[src/rtl/hsmon_pkg.sv]
package hsmon_pkg;
  localparam int CODE_BITS   = 8;
  localparam int ID_BITS     = 3;
  localparam int PREFIX_BITS = CODE_BITS - ID_BITS;
  localparam int CNT_W       = $clog2(CODE_BITS + 1);
  localparam logic [PREFIX_BITS-1:0] HS_PREFIX = PREFIX_BITS'(1);

  // strobes from control to datapath
  typedef struct packed {
    logic clearByte;
    logic shiftBit;
    logic latchId;
  } dpCmd_t;

  // conditions from datapath to control
  typedef struct packed {
    logic startSeen;
    logic stopSeen;
    logic sclRise;
    logic sdaBit;
    logic byteFull;
    logic codeHit;
  } busEv_t;

  typedef enum logic [1:0] {
    ST_FS   = 2'd0,
    ST_CODE = 2'd1,
    ST_ACK  = 2'd2,
    ST_HS   = 2'd3
  } mode_e;
endpackage

[src/rtl/hsmon_dp.sv]
module hsmon_dp
  import hsmon_pkg::*;
(
  input  logic               clk,
  input  logic               rst_n,
  input  logic               sdaIn,
  input  logic               sclIn,
  input  dpCmd_t             cmd,
  output busEv_t             ev,
  output logic [ID_BITS-1:0] masterId
);
  logic                 sdaQ, sclQ;
  logic [CODE_BITS-1:0] shReg;
  logic [CNT_W-1:0]     bitCnt;

  // previous line levels, idle bus is high
  always_ff @(posedge clk or negedge rst_n) begin
    if (!rst_n) begin
      sdaQ <= 1'b1;
      sclQ <= 1'b1;
    end else begin
      sdaQ <= sdaIn;
      sclQ <= sclIn;
    end
  end

  always_comb begin
    ev.startSeen = sclQ & sclIn & sdaQ & ~sdaIn;
    ev.stopSeen  = sclQ & sclIn & ~sdaQ & sdaIn;
    ev.sclRise   = ~sclQ & sclIn;
    ev.sdaBit    = sdaIn;
    ev.byteFull  = (bitCnt == CNT_W'(CODE_BITS));
    ev.codeHit   = (shReg[CODE_BITS-1:ID_BITS] == HS_PREFIX);
  end

  // first-byte shifter, MSB first
  always_ff @(posedge clk or negedge rst_n) begin
    if (!rst_n) begin
      shReg  <= '0;
      bitCnt <= '0;
    end else if (cmd.clearByte) begin
      shReg  <= '0;
      bitCnt <= '0;
    end else if (cmd.shiftBit && !ev.byteFull) begin
      shReg  <= {shReg[CODE_BITS-2:0], sdaIn};
      bitCnt <= bitCnt + 1'b1;
    end
  end

  always_ff @(posedge clk or negedge rst_n) begin
    if (!rst_n)           masterId <= '0;
    else if (cmd.latchId) masterId <= shReg[ID_BITS-1:0];
  end
endmodule

[src/rtl/hsmon_ctrl.sv]
module hsmon_ctrl
  import hsmon_pkg::*;
(
  input  logic   clk,
  input  logic   rst_n,
  input  busEv_t ev,
  output dpCmd_t cmd,
  output logic   hsActive,
  output logic   enterPulse,
  output logic   exitPulse
);
  mode_e state, stateNext;
  logic  enterNext, exitNext;

  always_comb begin
    stateNext = state;
    cmd       = '0;
    enterNext = 1'b0;
    exitNext  = 1'b0;
    unique case (state)
      ST_FS: begin
        if (ev.startSeen) begin
          cmd.clearByte = 1'b1;
          stateNext     = ST_CODE;
        end
      end
      ST_CODE: begin
        if (ev.startSeen) begin
          cmd.clearByte = 1'b1;
        end else if (ev.stopSeen) begin
          stateNext = ST_FS;
        end else if (ev.byteFull) begin
          stateNext = ev.codeHit ? ST_ACK : ST_FS;
        end else if (ev.sclRise) begin
          cmd.shiftBit = 1'b1;
        end
      end
      ST_ACK: begin
        if (ev.startSeen) begin
          cmd.clearByte = 1'b1;
          stateNext     = ST_CODE;
        end else if (ev.stopSeen) begin
          stateNext = ST_FS;
        end else if (ev.sclRise) begin
          if (ev.sdaBit) begin
            cmd.latchId = 1'b1;
            enterNext   = 1'b1;
            stateNext   = ST_HS;
          end else begin
            stateNext = ST_FS;
          end
        end
      end
      ST_HS: begin
        if (ev.stopSeen) begin
          exitNext  = 1'b1;
          stateNext = ST_FS;
        end
      end
      default: stateNext = ST_FS;
    endcase
  end

  always_ff @(posedge clk or negedge rst_n) begin
    if (!rst_n) begin
      state      <= ST_FS;
      enterPulse <= 1'b0;
      exitPulse  <= 1'b0;
    end else begin
      state      <= stateNext;
      enterPulse <= enterNext;
      exitPulse  <= exitNext;
    end
  end

  assign hsActive = (state == ST_HS);
endmodule

[src/rtl/hs_mode_tracker.sv]
module hs_mode_tracker
  import hsmon_pkg::*;
(
  input  logic               clk,
  input  logic               rst_n,
  input  logic               sdaIn,
  input  logic               sclIn,
  output logic               hsActive,
  output logic [ID_BITS-1:0] masterId,
  output logic               testCode,
  output logic               enterPulse,
  output logic               exitPulse
);
  dpCmd_t cmd;
  busEv_t ev;

  hsmon_dp u_dp (
    .clk      (clk),
    .rst_n    (rst_n),
    .sdaIn    (sdaIn),
    .sclIn    (sclIn),
    .cmd      (cmd),
    .ev       (ev),
    .masterId (masterId)
  );

  hsmon_ctrl u_ctrl (
    .clk        (clk),
    .rst_n      (rst_n),
    .ev         (ev),
    .cmd        (cmd),
    .hsActive   (hsActive),
    .enterPulse (enterPulse),
    .exitPulse  (exitPulse)
  );

  assign testCode = hsActive && (masterId == '0);
endmodule

[config.mk]
export PLATFORM = sky130hd
export DESIGN_NAME = hs_mode_tracker
export DESIGN_NICKNAME = d
export VERILOG_FILES = /design/src/rtl/hsmon_pkg.sv /design/src/rtl/hsmon_dp.sv /design/src/rtl/hsmon_ctrl.sv /design/src/rtl/hs_mode_tracker.sv
export SDC_FILE = /design/constraint.sdc
export NUM_CORES = 1
export LEC_CHECK = 0
export BUFFER_PORTS_ARGS = -buffer_cell sky130_fd_sc_hd__buf_2
export CAP_MARGIN = 0
export CORE_MARGIN = 10
export CORE_UTILIZATION = 34
export CTS_CLUSTER_DIAMETER = 30
export DETAILED_ROUTE_END_ITERATION = 16
export HOLD_SLACK_MARGIN = 0.08
export PLACE_DENSITY = 0.58
export SLEW_MARGIN = 10
export SYNTH_ARGS = -nofsm -noshare
export SYNTH_HDL_FRONTEND = slang
export SYNTH_SLANG_ARGS = --single-unit
export TNS_END_PERCENT = 20
[constraint.sdc]
create_clock -name clk -period 2.2 [get_ports clk]
set_clock_uncertainty 0.05 [all_clocks]
set_input_delay 0.44 -clock clk [delete_from_list [all_inputs] [get_ports clk]]
set_output_delay 0.44 -clock clk [all_outputs]
set_load 0.02 [all_outputs]
==> flow_summary.json, run 1 <==
{
  "outcome": "finished, final reports clean",
  "grt_pass1_vias": 695,
  "htree_levels": 1,
  "cp_max_fo": 9,
  "cts.path.max_buffers": 2,
  "fin_tns_setup_ns": 0,
  "setup_ws_ns": 0.1701,
  "vias": 706,
  "fin_crit_ns": 2.030,
  "slowest_stage": "dfrtp_1",
  "clkTransAtPathRegs_ns": 0.12,
  "synth.yosys.seq_area_share": 0.5000,
  "core_area_um2": 3003,
  "r2r_slack_ns": 0.45,
  "placed_area_um2": 1116,
  "arrival_ns": 1.54,
  "grt_remaining_overflow": 0,
  "die_w_um": 75.73,
  "via_per_inst": 5.431,
  "yosysWarnings": 0,
  "grt_use_total": 0.07603,
  "drt.antenna.violating_nets": 0,
  "fmax_mhz": 492.6,
  "post-dp-hpwl_um": 1440,
  "initialDrtViolationCount": 44,
  "final_core_util": 0.3842,
  "slew_viol_final": 0,
  "cp_num_buf_inv": 1,
  "finalSetupViolations": 0,
  "tightest_slew_ns": 0.4936,
  "reg2reg_to": "u_ctrl.state[0]",
  "crit_family": "flip-flops",
  "ir_drop_uv": 437.3,
  "portBuffers": 10,
  "crit_path_end_kind": "primary output",
  "start_kind": "register",
  "p_leak_nw": 0.5541,
  "cp_slowest_stage_delay_ns": 0.55,
  "grt_max_degree": 22,
  "cp-endpoint": "testCode",
  "reg2reg_from": "u_dp.bitCnt[0]",
  "critical_path_class": "register to primary output",
  "post-route-period-util": 0.9227,
  "rows": 20,
  "holdCritPathClass": "primary input to register",
  "preCtsSetupSlack_ns": 0.4323,
  "synth_nets": 91,
  "drive_gt1_frac": 0.3196,
  "crit_chain": "and2_4 -> nor4b_1 -> buf_2",
  "grt_pass1_wl_um": 3346,
  "initial_core_util": 0.3517,
  "die_h_um": 75.73,
  "fin_area_um2": 1154,
  "crit_start": "u_ctrl.state[1]",
  "gp_congestion": 0.8409,
  "area_growth_pct": 9.242,
  "cap_violations": 0,
  "die_area_um2": 5735,
  "rsz0062_at_grt": "false",
  "tritoncts": "yes",
  "synth_area_um2": 1056,
  "cts_buffers": 3,
  "crit_required_ns": 1.71,
  "synthDistinctLibCells": 33,
  "cts.sinks": 21,
  "first_pass_iters": 4,
  "fin_nets": 104,
  "multiInputGateArea_um2": 481.7,
  "reg2reg_depth": 6,
  "finalWirelength_um": 1945,
  "synthCells": 85,
  "ys_ff_latch": 21,
  "pin_count": 11,
  "dp.cells": 125,
  "wl_per_cell_um": 14.96,
  "clockRootBuffer": "clkbuf_4",
  "seqCellArea_um2": 529.3,
  "slew_headroom": 0.6709,
  "final.fill_count": 305,
  "instances_no_fill": 130,
  "path_depth": 3,
  "drc": 0,
  "power.density_nw_per_um2": 1071,
  "post_synth.cell_area_avg_um2": 12.42,
  "hold_viol": 0,
  "antenna_cells": 0,
  "antenna_found_initial": 0,
  "clock_latency_ns": 0.30
}
## state kept, by name (all words and copies together), names as in the netlist
signal	flops
u_ctrl.exitPulse	1
u_dp.shReg	8
u_dp.sclQ	1
u_dp.bitCnt	4
u_dp.masterId	3
u_dp.sdaQ	1
u_ctrl.enterPulse	1
u_ctrl.state	2
## cell usage in the layout (no fill, tap or decap), types with 2 or more instances in the layout
| cell type | instances |
|---|---|
| mux2_2 | 4 |
| nand3_1 | 2 |
| and2_4 | 2 |
| clkbuf_4 | 3 |
| a21oi_1 | 3 |
| a31oi_1 | 3 |
| mux2i_1 | 3 |
| ha_1 | 2 |
| nor2_1 | 6 |
| inv_1 | 2 |
| nor3_4 | 2 |
| nand2b_1 | 3 |
| buf_2 | 10 |
| dfrtp_1 | 18 |
| nand2_1 | 3 |
| nand2b_4 | 2 |
| nor3_1 | 2 |
| a22o_1 | 7 |
| dfstp_2 | 2 |
## per-stage QoR
stage,hold slack (ns),total power [mW]
floorplan,0.09441,0.9842
global placement,0.3737,1.050
detailed placement,0.3763,1.057
CTS,0.2329,1.245
global route,0.2335,1.326
finish,0.2428,1.235
## layer usage
metal	up-vias	routed length, µm	global-route usage
met1	357	845	0.09542
met3	4	68	0.01823
li1	332	-	-
met4	0	42	0.04330
met5	-	0	0
met2	13	989	0.1161
## report_power, final
part | switching (mW) | internal (mW)
sequential | 0.132 | 0.485
clock | 0.113 | 0.0706
combinational | 0.211 | 0.223
total | 0.456 | 0.779
## area by class of cell
class                      count  share of cell area
multi-input combinational     58              0.4176
timing repair buffer          12             0.05857
sequential                    21              0.4588
inverter                       2            0.006508
tap                           33             0.03579
clock buffer                   4             0.02278
## timing repair
action	in CTS	in global routing
setup buffers	0	0
hold endpoints to repair	19	0
setup endpoints to repair	0	1
resized for setup	0	1
hold buffers	1	0
## worst min path at each step
stage                     start           endpoint  slack, ns  cells past startpoint
after floorplan           rst_n  u_ctrl.enterPulse       0.09                      0
final                     sclIn          u_dp.sclQ       0.24                      1
after CTS                 sclIn          u_dp.sclQ       0.23                      1
after global routing      sclIn          u_dp.sclQ       0.23                      1
after detailed placement  rst_n      u_dp.shReg[1]       0.38                      1
after global placement    rst_n      u_dp.shReg[5]       0.37                      1
## worst register-to-register path: stages, from the launching register on
cell	delay (ns)
dfrtp_1	0.43
inv_1	0.07
ha_1	0.19
nand3b_4	0.11
a222oi_1	0.52
o21ai_1	0.14
o211a_1	0.15
## cell usage after synthesis
library cell	count	area, µm²
o21ai_1	1	5.000
dfrtp_1	19	475.5
nand2b_4	2	27.53
o22ai_1	1	6.260
a22o_1	7	61.31
o211a_1	1	10.01
nor4b_1	1	8.760
nand2_1	3	11.26
nand3b_4	1	20.02
nor2b_4	1	13.76
xnor2_1	1	8.760
nor3_4	2	32.53
buf_2	1	5.000
nand2b_1	3	18.77
and3_1	1	6.260
a31oi_1	3	18.77
nor2_2	1	6.260
inv_1	2	7.510
or3b_1	1	8.760
nor3_1	2	10.01
buf_6	3	33.78
nand3_1	2	10.01
mux2i_1	3	30.03
nor3b_4	1	18.77
ha_1	2	25.02
a222oi_1	1	10.01
dfstp_2	2	52.55
mux2_2	4	45.04
a21oi_1	3	15.01
o21ai_0	1	5.000
and2_4	2	17.52
nor2_1	6	22.52
a221oi_1	1	8.760
## cells by family after synthesis
family                     Yosys count  share of synthesized area
xor gates and xnor gates             1                   0.008295
and+or+nand+nor                     29                     0.2204
adders and majority gates            2                    0.02369
buffers and inverters                6                    0.04383
DFF                                 21                     0.5000
muxes                                7                    0.07109
AOI/OAI and AO/OA                   19                     0.1327
No activity file was read; power rests on OpenSTA's default activity.
==> inputs of run 2 (changes only) <==
--- a/config.mk
+++ b/config.mk
@@ -12,7 +12,9 @@
 export CTS_CLUSTER_DIAMETER = 30
 export DETAILED_ROUTE_END_ITERATION = 16
 export HOLD_SLACK_MARGIN = 0.08
+export MAX_ROUTING_LAYER = met4
 export PLACE_DENSITY = 0.58
+export REMOVE_ABC_BUFFERS = 1
 export SLEW_MARGIN = 10
 export SYNTH_ARGS = -nofsm -noshare
 export SYNTH_HDL_FRONTEND = slang
==> run 2 against run 1 <==
Routed wire length shrank 1.8%. Register-to-register slack barely moved. First-iteration DRC count decreased by 36%. Critical endpoint unchanged.
==> flow_summary.json, run 2 (synthesized netlist as in run 1, its figures left out) <==
{
  "outcome": "finished, final reports clean",
  "post-route-period-util": 0.9283,
  "cp_max_fo": 9,
  "p_leak_nw": 0.5568,
  "initial_core_util": 0.3517,
  "drive_gt1_frac": 0.3299,
  "wl_per_cell_um": 14.69,
  "final_cell_mix": "dfrtp_1, buf_2, a22o_1",
  "clockRootBuffer": "clkbuf_4",
  "slew_headroom": 0.6741,
  "final_core_util": 0.3846,
  "cts.sinks": 21,
  "vias": 673,
  "fin_crit_ns": 2.042,
  "rsz0062_at_grt": "false",
  "largest_reg_flops": 8,
  "portBuffers": 10,
  "hold_viol": 0,
  "slowest_stage": "dfrtp_1",
  "rows": 20,
  "clock_latency_ns": 0.30,
  "finalWirelength_um": 1910,
  "grt_pass1_wl_um": 3339,
  "min_from": "sclIn",
  "gp_congestion": 0.7901,
  "post-dp-hpwl_um": 1397,
  "holdCritPathClass": "primary input to register",
  "cp_slowest_stage_delay_ns": 0.55,
  "cts.path.max_buffers": 2,
  "crit_start": "u_ctrl.state[1]",
  "critical_path_class": "register to primary output",
  "power.density_nw_per_um2": 1071,
  "tightest_slew_ns": 0.4888,
  "die_area_um2": 5735,
  "final_common_cell": "dfrtp_1",
  "initialDrtViolationCount": 28,
  "start_kind": "register",
  "crit_chain": "and2_4 -> nor4b_1 -> buf_2",
  "slew_viol_final": 0,
  "grt_max_degree": 22,
  "pin_count": 11,
  "grt_remaining_overflow": 0,
  "clkTransAtPathRegs_ns": 0.12,
  "hold_ws_ns": 0.2465,
  "htree_levels": 1,
  "cap_violations": 0,
  "die_w_um": 75.73,
  "crit_required_ns": 1.71,
  "finalSetupViolations": 0,
  "core_area_um2": 3003,
  "fin_tns_setup_ns": 0,
  "grt_pass1_vias": 695,
  "arrival_ns": 1.55,
  "reg_top3": "u_dp.shReg x8, u_dp.bitCnt x4, u_dp.masterId x3",
  "fin_nets": 104,
  "r2r_slack_ns": 0.45,
  "crit_path_end_kind": "primary output",
  "reg2reg_from": "u_dp.bitCnt[0]",
  "tritoncts": "yes",
  "area_growth_pct": 9.360,
  "antenna_found_initial": 0,
  "regMostFlops": "u_dp.shReg",
  "drt.antenna.violating_nets": 0,
  "cts_buffers": 3,
  "first_pass_iters": 4,
  "via_per_inst": 5.177,
  "fmax_mhz": 489.7,
  "ir_drop_uv": 551.2,
  "die_h_um": 75.73,
  "antenna_cells": 0,
  "drc": 0,
  "grt_use_total": 0.07850
}
==> run 2: worst paths after layout <==
kind,to,depth (start not counted)
setup / recovery,testCode,3
hold / removal,u_dp.sclQ,1
setup reg to reg,u_ctrl.state[0],6
hold reg to reg,u_dp.bitCnt[2],1
max in group asynchronous,u_dp.sclQ,2
min in group asynchronous,u_dp.bitCnt[2],2
==> run 2: worst max-delay path: cells and delay by family (launching register included) <==
kind | cells | cell delay, ns
buffers and inverters | 1 | 0.22
AND/OR/NAND/NOR | 2 | 0.49
flip-flops | 1 | 0.55
==> run 2: power breakdown <==
| part | leakage [nW] | internal, mW | switching, mW |
|---|---|---|---|
| combinational | 0.261 | 0.224 | 0.210 |
| clock | 0.0177 | 0.0677 | 0.120 |
| sequential | 0.278 | 0.485 | 0.130 |
==> run 2: routing by layer <==
metal,vias to the layer above,routed length (µm),GRT usage
li1,337,-,-
met1,327,940,0.1003
met2,7,911,0.1133
met3,2,39,0.01953
met4,0,19,0.03711
met5,-,0,-
==> run 2: what timing repair did <==
action,in CTS,in global routing
endpoints found under the setup margin,0,1
hold buffers,1,0
hold endpoints to repair,19,0
buffers inserted,0,0
gates resized for setup,0,1
==> run 2: layout make-up <==
cell class	instances	area, µm²
repair buffers	12	67.56
well taps	33	41.29
inverters	2	7.507
clock inverters	1	5.005
clock buffers	3	22.52
flip-flops and latches	21	529.3
fillers	293	1848
multi-input cells	58	481.7
==> run 2: metrics by stage <==
stage	cells	worst slack, ns	total power [mW]	area [µm²]
after global placement	125	0.4680	1.049	1116
after CTS	130	0.07145	1.249	1154
after floorplan	81	0.1696	0.9345	1017
after global routing	130	0.005149	1.337	1155
after detailed placement	125	0.4335	1.059	1116
final	130	0.1578	1.237	1155
==> inputs of run 3 (changes only) <==
--- a/config.mk
+++ b/config.mk
@@ -8,12 +8,12 @@
 export BUFFER_PORTS_ARGS = -buffer_cell sky130_fd_sc_hd__buf_2
 export CAP_MARGIN = 0
 export CORE_MARGIN = 10
-export CORE_UTILIZATION = 34
+export CORE_UTILIZATION = 45
 export CTS_CLUSTER_DIAMETER = 30
 export DETAILED_ROUTE_END_ITERATION = 16
 export HOLD_SLACK_MARGIN = 0.08
 export MAX_ROUTING_LAYER = met4
-export PLACE_DENSITY = 0.58
+export PLACE_DENSITY = 0.71
 export REMOVE_ABC_BUFFERS = 1
 export SLEW_MARGIN = 10
 export SYNTH_ARGS = -nofsm -noshare
==> run 3 against run 2 <==
Sequential power about the same. First-iteration DRC count increased by 7.1%. Non-clock buffer count unchanged. Cell count decreased by 3.8%. Sequential share of layout area rose by 0.30 points. Clock power down 5%. Register-to-register slack better by 0.03 ns. Combinational power hardly changed. Count of clock-buffer cells in the layout increased by 1. Largest power group unchanged. Highest routed layer unchanged.
==> flow_summary.json, run 3 (synthesized netlist as in run 1, its figures left out) <==
{
  "core_area_um2": 2233,
  "crit_path_end_kind": "primary output",
  "placed_area_um2": 1110,
  "clkTransAtPathRegs_ns": 0.11,
  "cp_max_fo": 9,
  "die_h_um": 68.44,
  "drc": 0,
  "cts.path.max_buffers": 2,
  "die_w_um": 68.44,
  "holdCritPathClass": "primary input to register",
  "multiInputGateArea_um2": 481.7,
  "grt_max_degree": 22,
  "grt_use_total": 0.08416,
  "p_leak_nw": 0.5541,
  "wl_per_cell_um": 14.60,
  "instances_no_fill": 125,
  "grt_pass1_vias": 698,
  "rsz0062_at_grt": "false",
  "pin_count": 11,
  "first_pass_iters": 4,
  "gp_congestion": 0.7771,
  "post-dp-hpwl_um": 1383,
  "largest_reg_flops": 8,
  "outcome": "finished, final reports clean",
  "fmax_mhz": 495.9,
  "tritoncts": "yes",
  "ir_drop_uv": 513.2,
  "portBuffers": 10,
  "dp.cells": 120,
  "drive_gt1_frac": 0.3196,
  "clockRootBuffer": "clkbuf_4",
  "drt.antenna.violating_nets": 0,
  "grt_remaining_overflow": 0,
  "slowest_stage": "dfrtp_1",
  "fin_crit_ns": 2.016,
  "finalWirelength_um": 1825,
  "fin_area_um2": 1147,
  "cts_buffers": 3,
  "regMostFlops": "u_dp.shReg",
  "finalSetupViolations": 0,
  "cap_violations": 0,
  "final_cell_mix": "dfrtp_1, buf_2, a22o_1",
  "grt_pass1_wl_um": 2967,
  "die_area_um2": 4684,
  "fin_nets": 104,
  "final_common_cell": "dfrtp_1",
  "hold_viol": 0,
  "crit_family": "flip-flops",
  "initial_core_util": 0.4728,
  "power.density_nw_per_um2": 1067,
  "rows": 17,
  "seqCellArea_um2": 529.3,
  "clock_latency_ns": 0.29,
  "crit_required_ns": 1.71,
  "post-route-period-util": 0.9165,
  "initialDrtViolationCount": 30,
  "via_per_inst": 5.544,
  "tightest_slew_ns": 0.4660,
  "crit_chain": "and2_4 -> nor4b_1 -> buf_2",
  "antenna_cells": 0,
  "slew_viol_final": 0,
  "cts_setup_buffers": 0,
  "slew_headroom": 0.6893,
  "total_power_mw": 1.224,
  "vias": 693,
  "cp_slowest_stage_delay_ns": 0.56,
  "fin_tns_setup_ns": 0,
  "cts.sinks": 21,
  "start_kind": "register",
  "htree_levels": 1,
  "reg_top3": "u_dp.shReg x8, u_dp.bitCnt x4, u_dp.masterId x3",
  "antenna_found_initial": 0,
  "arrival_ns": 1.53,
  "critical_path_class": "register to primary output",
  "area_growth_pct": 8.649,
  "cp_num_buf_inv": 1,
  "final.fill_count": 208
}
## run 3: cell count changes in the layout (fill, tap and decap cells not counted)
cell / delta
clkbuf_1: +1
clkinv_2: -1
## run 3: per-stage QoR
stage	hold WS, ns	utilization	worst slack [ns]
floorplan	0.09441	-	0.1696
global placement	0.3630	0.4969	0.4857
detailed placement	0.3666	0.4969	0.4634
CTS	0.2491	0.5132	0.1100
global route	0.2495	0.5137	0.001843
finish	0.2529	0.5137	0.1837
## run 3: per-layer routing
metal | vias up | part of all wire | GRT usage
li1 | 332 | - | -
met1 | 342 | 0.46 | 0.09770
met2 | 17 | 0.50 | 0.1382
met3 | 2 | 0.036 | 0.01468
met4 | 0 | 0.0088 | 0.03769
met5 | - | 0 | -
## run 3: cell type report
| cell class | instances | area share |
|---|---|---|
| inverters | 2 | 0.006543 |
| well taps | 28 | 0.03053 |
| repair buffers | 12 | 0.05889 |
| clock buffers | 4 | 0.02290 |
| multi-input cells | 58 | 0.4198 |
| flip-flops and latches | 21 | 0.4613 |
## run 3: path summary, 6_finish.rpt
check	start	cells after the start	slack, ns	to
max reg2reg	u_dp.bitCnt[0]	6	0.48	u_ctrl.state[0]
max in group asynchronous	rst_n	2	1.20	u_dp.sdaQ
max	u_ctrl.state[1]	3	0.18	testCode
min reg2reg	u_dp.bitCnt[2]	1	0.46	u_dp.bitCnt[2]
min in group asynchronous	rst_n	2	0.56	u_dp.shReg[0]
min	sclIn	1	0.25	u_dp.sclQ
## run 3: worst register-to-register path: stages (launching register included)
cell and delay (ns):
dfrtp_1 0.43, inv_1 0.07, ha_1 0.19, nand3b_4 0.11, a222oi_1 0.50, o21ai_1 0.13
o211a_1 0.15
## run 3: timing repair
action / 4_1_cts / 5_1_grt
endpoints found under the setup margin: 0 / 1
resized for setup: 0 / 1
hold buffers: 1 / 0
hold endpoints to repair: 19 / 0
## run 3: power breakdown
group | internal (mW) | switching (mW)
Clock | 0.0704 | 0.107
Combinational | 0.224 | 0.210
Sequential | 0.486 | 0.127
Total | 0.780 | 0.444
